### config.mk
export PLATFORM = sky130hd
export DESIGN_NAME = lf_downlink_enc
export DESIGN_NICKNAME = d
export VERILOG_FILES = /design/src/rtl/lfdl_pkg.sv /design/src/rtl/lfdl_tick.sv /design/src/rtl/lfdl_frame.sv /design/src/rtl/lf_downlink_enc.sv
export SDC_FILE = /design/constraint.sdc
export NUM_CORES = 1
export LEC_CHECK = 0
export BUFFER_PORTS_ARGS = -buffer_cell sky130_fd_sc_hd__buf_2
export CELL_PAD_IN_SITES_DETAIL_PLACEMENT = 1
export CELL_PAD_IN_SITES_GLOBAL_PLACEMENT = 2
export CORE_ASPECT_RATIO = 0.75
export CORE_MARGIN = 10
export CORE_UTILIZATION = 30
export DETAILED_ROUTE_END_ITERATION = 16
export HOLD_SLACK_MARGIN = 0.02
export PLACE_DENSITY = 0.75
export REMOVE_ABC_BUFFERS = 1
export SYNTH_ARGS = -nofsm -noshare
export SYNTH_HDL_FRONTEND = slang
export SYNTH_SLANG_ARGS = --single-unit
### constraint.sdc
create_clock -name clk -period 3.55 [get_ports clk]
set_input_delay 0.71 -clock clk [delete_from_list [all_inputs] [get_ports clk]]
set_output_delay 0.71 -clock clk [all_outputs]
set_load 0.03 [all_outputs]
### src/rtl/lfdl_pkg.sv
package lfdl_pkg;

  typedef enum logic [1:0] {
    OP_WRITE = 2'd0,
    OP_READ  = 2'd1,
    OP_TRACE = 2'd2,
    OP_RSVD  = 2'd3
  } op_e;

  typedef enum logic [2:0] {
    S_IDLE,
    S_SGAP,
    S_ON,
    S_GAP,
    S_HOLD,
    S_SETTLE
  } state_e;

  // opcode 2 + password 32 + lock 1 + data 32 + block 3
  localparam int FRAME_MAX = 70;
  localparam int LEN_W     = $clog2(FRAME_MAX + 1);

  function automatic int max2(input int a, input int b);
    return (a > b) ? a : b;
  endfunction

endpackage

### src/rtl/lfdl_tick.sv
module lfdl_tick #(
  parameter int DIV = 192
) (
  input  logic clk,
  input  logic rst_n,
  input  logic clr,
  output logic tick
);
  localparam int CW = (DIV > 1) ? $clog2(DIV) : 1;

  logic [CW-1:0] cnt;

  assign tick = (cnt == CW'(DIV - 1));

  always_ff @(posedge clk) begin
    if (!rst_n || clr) cnt <= '0;
    else if (tick)     cnt <= '0;
    else               cnt <= cnt + 1'b1;
  end

  generate
    if (DIV > 1) begin : g_spacing

      tick_spacing_chk: assert property (@(posedge clk) disable iff (!rst_n)
        tick |=> !tick);
    end
  endgenerate

endmodule

### src/rtl/lfdl_frame.sv
module lfdl_frame
  import lfdl_pkg::*;
(
  input  logic        clk,
  input  logic        rst_n,
  input  logic        load,
  input  logic [1:0]  op,
  input  logic        pen,
  input  logic [31:0] pw,
  input  logic [31:0] data,
  input  logic [2:0]  blk,
  input  logic        shift,
  output logic        cur_bit,
  output logic        empty,
  output logic        is_write
);
  logic [FRAME_MAX-1:0] sreg;
  logic [LEN_W-1:0]     rem;
  logic [FRAME_MAX-1:0] build_vec;
  logic [LEN_W-1:0]     build_len;

  // right-aligned assembly, then left-justified into the shifter
  always_comb begin
    build_vec = '0;
    build_len = '0;
    if (op == OP_TRACE) begin
      build_vec = FRAME_MAX'(2'b11);
      build_len = LEN_W'(2);
    end else begin
      build_vec = FRAME_MAX'(2'b10);
      build_len = LEN_W'(2);
      if (pen) begin
        build_vec = (build_vec << 32) | FRAME_MAX'(pw);
        build_len = build_len + LEN_W'(32);
      end
      build_vec = build_vec << 1;
      build_len = build_len + LEN_W'(1);
      if (op == OP_WRITE) begin
        build_vec = (build_vec << 32) | FRAME_MAX'(data);
        build_len = build_len + LEN_W'(32);
      end
      build_vec = (build_vec << 3) | FRAME_MAX'(blk);
      build_len = build_len + LEN_W'(3);
    end
  end

  always_ff @(posedge clk) begin
    if (!rst_n) begin
      sreg     <= '0;
      rem      <= '0;
      is_write <= 1'b0;
    end else if (load) begin
      sreg     <= build_vec << (LEN_W'(FRAME_MAX) - build_len);
      rem      <= build_len;
      is_write <= (op == OP_WRITE);
    end else if (shift && rem != '0) begin
      sreg <= sreg << 1;
      rem  <= rem - 1'b1;
    end
  end

  assign cur_bit = sreg[FRAME_MAX-1];
  assign empty   = (rem == '0);


  frame_nonempty_chk: assert property (@(posedge clk) disable iff (!rst_n)
    load |=> !empty);


  frame_len_chk: assert property (@(posedge clk) disable iff (!rst_n)
    rem <= LEN_W'(FRAME_MAX));

endmodule

### src/rtl/lf_downlink_enc.sv
module lf_downlink_enc
  import lfdl_pkg::*;
#(
  parameter int DIV       = 192,
  parameter int START_FC  = 248,
  parameter int GAP_FC    = 160,
  parameter int ZERO_FC   = 144,
  parameter int ONE_FC    = 400,
  parameter int HOLD_FC   = 2500,
  parameter int SETTLE_FC = 416
) (
  input  logic        clk,
  input  logic        rst_n,
  input  logic        start,
  input  logic [1:0]  cmd_op,
  input  logic        pw_en,
  input  logic [31:0] pw_value,
  input  logic [31:0] wr_data,
  input  logic [2:0]  blk_addr,
  output logic        field_en,
  output logic        busy,
  output logic        done
);
  localparam int MAXD = max2(max2(max2(START_FC, GAP_FC), max2(ZERO_FC, ONE_FC)),
                             max2(HOLD_FC, SETTLE_FC));
  localparam int TW   = $clog2(MAXD + 1);

  state_e          st;
  logic [TW-1:0]   remain;
  logic            tick, expire, accept;
  logic            fr_bit, fr_empty, fr_write, fr_shift;

  assign accept   = start && (st == S_IDLE) && (cmd_op != OP_RSVD);
  assign expire   = tick && (remain == TW'(1));
  assign fr_shift = (st == S_ON) && expire;
  assign busy     = (st != S_IDLE);

  lfdl_tick #(.DIV(DIV)) u_tick (
    .clk   (clk),
    .rst_n (rst_n),
    .clr   (accept),
    .tick  (tick)
  );

  lfdl_frame u_frame (
    .clk      (clk),
    .rst_n    (rst_n),
    .load     (accept),
    .op       (cmd_op),
    .pen      (pw_en),
    .pw       (pw_value),
    .data     (wr_data),
    .blk      (blk_addr),
    .shift    (fr_shift),
    .cur_bit  (fr_bit),
    .empty    (fr_empty),
    .is_write (fr_write)
  );

  always_ff @(posedge clk) begin
    if (!rst_n) begin
      st       <= S_IDLE;
      remain   <= '0;
      field_en <= 1'b0;
      done     <= 1'b0;
    end else begin
      done <= 1'b0;
      if (st != S_IDLE && tick) remain <= remain - 1'b1;
      case (st)
        S_IDLE: if (accept) begin
          st       <= S_SGAP;
          remain   <= TW'(START_FC);
          field_en <= 1'b0;
        end
        S_SGAP: if (expire) begin
          st       <= S_ON;
          remain   <= fr_bit ? TW'(ONE_FC) : TW'(ZERO_FC);
          field_en <= 1'b1;
        end
        S_ON: if (expire) begin
          st       <= S_GAP;
          remain   <= TW'(GAP_FC);
          field_en <= 1'b0;
        end
        S_GAP: if (expire) begin
          field_en <= 1'b1;
          if (!fr_empty) begin
            st     <= S_ON;
            remain <= fr_bit ? TW'(ONE_FC) : TW'(ZERO_FC);
          end else if (fr_write) begin
            st     <= S_HOLD;
            remain <= TW'(HOLD_FC);
          end else begin
            st     <= S_SETTLE;
            remain <= TW'(SETTLE_FC);
          end
        end
        S_HOLD: if (expire) begin
          st       <= S_IDLE;
          field_en <= 1'b0;
          done     <= 1'b1;
        end
        S_SETTLE: if (expire) begin
          st   <= S_IDLE;
          done <= 1'b1;
        end
        default: st <= S_IDLE;
      endcase
    end
  end


  start_gap_chk: assert property (@(posedge clk) disable iff (!rst_n)
    $rose(busy) |-> !field_en);


  write_end_chk: assert property (@(posedge clk) disable iff (!rst_n)
    (st == S_HOLD && expire) |=> (done && !field_en));


  read_end_chk: assert property (@(posedge clk) disable iff (!rst_n)
    (st == S_SETTLE && expire) |=> (done && field_en));


  done_pulse_chk: assert property (@(posedge clk) disable iff (!rst_n)
    done |=> !done);


  done_idle_chk: assert property (@(posedge clk) disable iff (!rst_n)
    done |-> !busy);


  busy_hold_chk: assert property (@(posedge clk) disable iff (!rst_n)
    (busy && start && !(st inside {S_HOLD, S_SETTLE})) |=> busy);

endmodule

Word-level counts from Yosys, hierarchy flattened
Index checks and enable logic that the tools add are counted.
{"block": "word_totals", "output_inout_bits": 3, "register_bits": 103, "input_bits": 73}
{"block": "classes", "n_eq_ne": 16, "n_bitwise": 2, "shift": 1, "n_addsub": 7, "muxes": 36, "reduce_logical": 22}
{"operator": "two-way mux 70 bit", "n": 3}
{"operator": "two-way mux 67 bit", "n": 2}
{"operator": "two-way mux 12 bit", "n": 7}
{"operator": "OR 70 x 3 -> 70 bit", "n": 1}
{"operator": "<< shifter 70 x 7 -> 70 bit", "n": 1}
{"operator": "OR 67 x 32 -> 67 bit", "n": 1}
{"operator": "two-way mux 66 bit", "n": 1}
{"operator": "one-hot mux 12 bit (4 select lines)", "n": 1}
{"operator": "two-way mux 7 bit", "n": 6}
{"operator": "two-way mux 34 bit", "n": 1}
{"operator": "two-way mux 3 bit", "n": 6}
{"operator": "one-hot mux 3 bit (5 select lines)", "n": 1}
{"operator": "equality test 12 x 1 -> 1 bit, second input constant", "n": 1}
{"operator": "subtractor 12 x 1 -> 12 bit, second input constant", "n": 1}
{"operator": "two-way mux 9 bit", "n": 1}
{"operator": "adder 8 x 1 -> 8 bit, second input constant", "n": 1}
{"operator": "equality test 8 bit, second input constant", "n": 1}
{"operator": "inequality test 2 x 1 -> 1 bit, second input constant", "n": 4}
{"operator": "inequality test 2 bit, second input constant", "n": 4}
{"operator": "OR reduction 2 bit", "n": 4}
{"operator": "adder 7 x 1 -> 7 bit, second input constant", "n": 1}
{"operator": "adder 7 x 2 -> 7 bit, second input constant", "n": 1}
{"operator": "adder 7 x 6 -> 7 bit, second input constant", "n": 1}
{"operator": "logical NOT 7 bit", "n": 1}
{"operator": "20 further kinds", "n": 32}

Depth between registers and ports, before layout
{"block": "logic_depth", "ltp_word": 11, "depth_mapped": 13}

By module
From an unflattened synthesis, not the netlist that was laid out.
{"block": "unflattened", "hier_cells": 678, "area_unflattened_um2": 5652.9}
{"mod": "lfdl_frame", "area_per_inst_um2": 4229.1, "cells_each": 511, "seq_area_each_um2": 1561.5, "instances": 1}
{"mod": "lf_downlink_enc", "area_per_inst_um2": 1069.8, "cells_each": 126, "seq_area_each_um2": 340.3, "instances": 1}
{"mod": "lfdl_tick", "area_per_inst_um2": 354.1, "cells_each": 41, "seq_area_each_um2": 160.2, "instances": 1}

Least setup slack after synthesis
OpenSTA, ideal clock, no wires.
{"block": "synth_timing", "path_type": "input to register", "from": "input cmd_op[0]", "to": "register u_frame.sreg[56]", "t_arrival_ns": 3.239, "path_slack_ns": 0.220, "setup_time_ns": 0.091, "stages": 13, "required_time_ns": 3.459, "n_path_buf": 6, "path_cell_list": "or2_2 > clkbuf_1 > inv_1 > clkbuf_1 > clkbuf_1 > ha_1 > clkbuf_1 > clkbuf_1 > buf_1 > nand2_1 > o21ai_0 > a211oi_1 > a311oi_1"}
{"block": "synth_via", "elab_chain_cells": 8, "elab_cells_between_ends": 16}
{"element": "from (decl)", "line_no": "lf_downlink_enc.sv:15", "rtl": "input logic [1:0] cmd_op,"}
{"element": "logical NOT 2 bit", "line_no": "lfdl_frame.sv:38", "rtl": "if (op == OP_WRITE) begin"}
{"element": "two-way mux 7 bit", "line_no": "lfdl_frame.sv:38"}
{"element": "two-way mux 7 bit", "line_no": "lfdl_frame.sv:26", "rtl": "if (op == OP_TRACE) begin"}
{"element": "adder 7 x 2 -> 7 bit", "line_no": "lfdl_frame.sv:43", "rtl": "build_len = build_len + LEN_W'(3);"}
{"element": "two-way mux 7 bit", "line_no": "lfdl_frame.sv:26"}
{"element": "subtractor 7 bit", "line_no": "lfdl_frame.sv:53", "rtl": "sreg <= build_vec << (LEN_W'(FRAME_MAX) - build_len);"}
{"element": "<< shifter 70 x 7 -> 70 bit", "line_no": "lfdl_frame.sv:53"}
{"element": "two-way mux 70 bit", "line_no": "lfdl_frame.sv:52", "rtl": "end else if (load) begin"}
{"element": "to (signal assigned)", "line_no": "lfdl_frame.sv:53"}
{"element": "to (signal assigned)", "line_no": "lfdl_frame.sv:57", "rtl": "sreg <= sreg << 1;"}
{"element": "to (decl)", "line_no": "lfdl_frame.sv:17", "rtl": "logic [FRAME_MAX-1:0] sreg;"}
Several ways; a longest one is shown, not always the timed one. The select of a mux whose other input is x is not followed.
A chain may end at the register's enable or synchronous reset.

Worst setup path in the final report
{"block": "layout_timing", "from": "register remain[2]", "to": "register u_frame.sreg[40]"}
{"block": "layout_via", "elab_chain_cells": 5}
{"element": "from (decl)", "line_no": "lf_downlink_enc.sv:29", "rtl": "logic [TW-1:0] remain;"}
{"element": "from (signal assigned)", "line_no": "lf_downlink_enc.sv:68", "rtl": "if (st != S_IDLE && tick) remain <= remain - 1'b1;"}
{"element": "from (signal assigned)", "line_no": "lf_downlink_enc.sv:72", "rtl": "remain <= TW'(START_FC);"}
{"element": "from (signal assigned)", "line_no": "lf_downlink_enc.sv:77", "rtl": "remain <= fr_bit ? TW'(ONE_FC) : TW'(ZERO_FC);"}
{"element": "equality test 12 x 1 -> 1 bit", "line_no": "lf_downlink_enc.sv:34", "rtl": "assign expire = tick && (remain == TW'(1));"}
{"element": "logical AND 1 bit", "line_no": "lf_downlink_enc.sv:34"}
{"element": "logical AND 1 bit", "line_no": "lf_downlink_enc.sv:35", "rtl": "assign fr_shift = (st == S_ON) && expire;"}
{"element": "logical AND 1 bit", "line_no": "lfdl_frame.sv:56", "rtl": "end else if (shift && rem != '0) begin"}
{"element": "nonzero test 2 bit (no line)"}
No other way between the ends.

==> metrics.md <==
| Metric | Value |
|---|---|
| Status | `finished, final reports clean` |
| Seq cells post-synth | `103` |
| Setup WS pre-CTS | `562.8 ps` |
| DRC | `0` |
| Largest family of logic cells by synthesized area | `compound AO/OA/AOI/OAI gates` |
| Initial core utilization | `30.68%` |
| Layout Area Growth over Synthesis | `15.03%` |
| Worst path arrival time | `3090 ps` |
| Part of the cycle the worst path needs | `79.23%` |
| RD Place Congestion | `0.7837` |
| Placed cell area | `6534 µm²` |
| Post-CTS setup buffers | `0` |
| Final hold slack | `466.7 ps` |
| Mapped Avg Cell Area | `7.174 µm²` |
| Share of layout cells above drive strength 1 | `15.18%` |
| Root buffer cell | `clkbuf_16` |
| Initial antenna violation count | `1` |
| Multiplexer share of the synthesized area | `0.6716%` |
| Port Buf Inserts | `75` |
| Kind of critical path | `reg2reg` |
| Hold-fix buffers, CTS | `0` |
| GRT Overall Usage | `15.28%` |
| PostCTS Resize Cnt | `0` |
| Maxcap violations | `0` |
| Power consumption | `0.002869 W` |
| RSZ-0062 raised after global routing | `false` |
| Crit path time final | `2813 ps` |
| Slew @ Worst Pin | `876.9 ps` |
| Die width | `182.8 µm` |
| DR vias/cell | `5.483` |
| Cell count after synthesis | `831` |
| Setup Skew | `6.899 ps` |
| First-pass GRT wire length | `32.98 mm` |
| Largest net degree at the start of global routing | `61` |
| Setup violations, final | `0` |
| Routed WL per cell | `17.97 µm` |
| Adder-Cell Fraction of Synth Area | `1.049%` |
| Vias | `6125` |
| Peak VDD IR | `0.0002083 V` |
| Number of flops mapped to enable cells by yosys | `0` |
| Hold Crit Class | `reg2reg` |
| Synth cell types | `60` |
| Fraction of registers with async set/reset | `0%` |
| CTS Buffer Depth | `2` |
| Routed wire length | `20.07 mm` |
| Clock sink count | `103` |
| Ys Warns | `0` |
| # H-tree levels | `3` |
| Die span in y | `142.1 µm` |
| Post-synthesis compound-gate area fraction | `29.70%` |
| Row count | `44` |
| Sequential area share after synthesis | `34.59%` |
| Critical path peak fanout | `22` |
| Xor/xnor cell area share of the yosys netlist | `2.057%` |
| Final Instance Area | `6858 µm²` |
| Worst Path Required | `3820 ps` |
| DR iter-0 viols | `373` |
| Clock-pin slew on the worst setup and hold paths | `70 ps` |
| CORE AREA | `19430 µm²` |
| Nets@finish | `936` |
| CTS buffer count | `9` |
| Synth Area in Simple Gates | `25.65%` |
| Hpwl dp | `13.48 mm` |
| Final worst-path setup slack | `737.3 ps` |
| Mapped cell area | `5962 µm²` |
| Vias in the first global route | `6202` |
| Die area | `25970 µm²` |
| Startpoint Class | `flip-flop` |
| Critical Path End Type | `flip-flop` |
| Boundary Pins | `76` |
| Leading register cell type out of synthesis | `dfxtp_1` |
| First-pass DRT Iterations | `4` |
| Slew margin rel. | `41.48%` |
| Clock Latency Late Sink | `360 ps` |
| Fin. max-slew vios | `0` |
| Remaining global-route overflow | `0` |
| CTS tree | `built` |
| FMAX | `355.5 MHz` |
| Leakage | `2.442 nW` |
| Final antenna-violating net count | `0` |
| Final hold vios | `0` |
| PwrDens | `418.4 nW/µm²` |
==> cells by family after synthesis <==
logic type / count (synthesis)
XOR/XNOR: 14
flip-flops: 103
buffers and inverters: 93
AND/OR/NAND/NOR: 349
AO/OA/AOI/OAI: 263
multiplexers: 4
adder cells (fa/ha/maj): 5
==> Yosys cell counts, drive strengths merged (5+ instances only) <==
cell type / count / area (µm²)
nand2: 223 / 837.1
a21oi: 21 / 105.1
ha: 5 / 62.56
a31oi: 42 / 262.8
nand4: 5 / 31.28
nand3: 11 / 55.05
buf: 17 / 90.08
a211oi: 23 / 172.7
o22ai: 5 / 31.28
and3: 6 / 37.54
xnor2: 10 / 87.58
dfxtp: 103 / 2062
clkbuf: 64 / 240.2
nor4: 5 / 46.29
or3: 7 / 43.79
a22oi: 19 / 142.6
nor3: 12 / 76.33
o21ai: 73 / 365.4
a311oi: 36 / 315.3
a32oi: 24 / 210.2
nor2: 55 / 206.5
inv: 12 / 45.04
==> per-stage QoR <==
| step | std cells | utilization [%] | TNS, ps |
|---|---|---|---|
| CTS | 1116 | 35.28 | 0 |
| detailed placement | 1100 | 33.62 | 0 |
| global route | 1117 | 35.29 | 0 |
| global placement | 1100 | 33.62 | 0 |
| floorplan | 750 | - | -62810 |
| finish | 1117 | 35.29 | 0 |
==> where the power goes <==
| part | leakage [nW] | total [W] | switching, W | internal [W] |
|---|---|---|---|---|
| registers | 0.844 | 0.00128 | 0.0000478 | 0.00123 |
| clock network | 0.160 | 0.00111 | 0.000485 | 0.000622 |
| logic | 1.44 | 0.000486 | 0.000309 | 0.000176 |
| total | 2.44 | 0.00287 | 0.000842 | 0.00203 |
==> layout make-up <==
cell class,instances,area [µm²]
Timing Repair Buffer,97,565.5
Multi-Input combinational cell,635,3545
Antenna cell,1,2.502
Sequential cell,103,2062
Clock buffer,9,225.2
Inverter,12,45.04
Clock inverter,7,96.34
Tap cell,253,316.6
Fill cell,2434,12580
==> state kept, by name, summed over array words and instances, names as in the netlist <==
register	cells
u_frame.is_write	1
done	1
field_en	1
st	3
remain	12
u_frame.sreg	70
u_frame.rem	7
u_tick.cnt	8
==> worst max-delay path, stage by stage (launching register included) <==
cell	delay (ps)
dfxtp_1	370
or4_1	700
nor4_4	370
and3_2	650
buf_4	300
nand2_1	80
a311oi_1	250
==> cells in the final DEF, fill, tap and decap left out, drive strengths merged, types with 5 or more instances in the layout <==
| master | n |
|---|---|
| o22ai | 5 |
| buf | 97 |
| a31oi | 42 |
| o21ai | 73 |
| nand2 | 223 |
| inv | 13 |
| ha | 5 |
| and3 | 6 |
| a211oi | 23 |
| a21oi | 21 |
| clkbuf | 9 |
| nor4 | 5 |
| nand3 | 11 |
| nand4 | 5 |
| dfxtp | 103 |
| nor3 | 12 |
| or3 | 7 |
| xnor2 | 10 |
| nor2 | 55 |
| a32oi | 24 |
| a311oi | 36 |
| a22oi | 19 |
==> metal layers <==
metal | vias to the layer above | GRT usage, % | share of wire [%]
met5 | - | 0 | 0
met4 | 0 | 3.644 | 1.1
met3 | 14 | 3.126 | 2.8
met2 | 69 | 23.54 | 43
met1 | 2981 | 21.37 | 53
li1 | 3061 | - | -
==> worst paths after layout <==
path | start | to | slack [ps] | cells after the start
setup / recovery | remain[2] | u_frame.sreg[40] | 740 | 6
hold / removal | u_tick.cnt[0] | u_tick.cnt[0] | 470 | 1
setup reg to reg | remain[2] | u_frame.sreg[40] | 740 | 6
hold reg to reg | u_tick.cnt[0] | u_tick.cnt[0] | 470 | 1
Power figures use the tool's default switching activity.
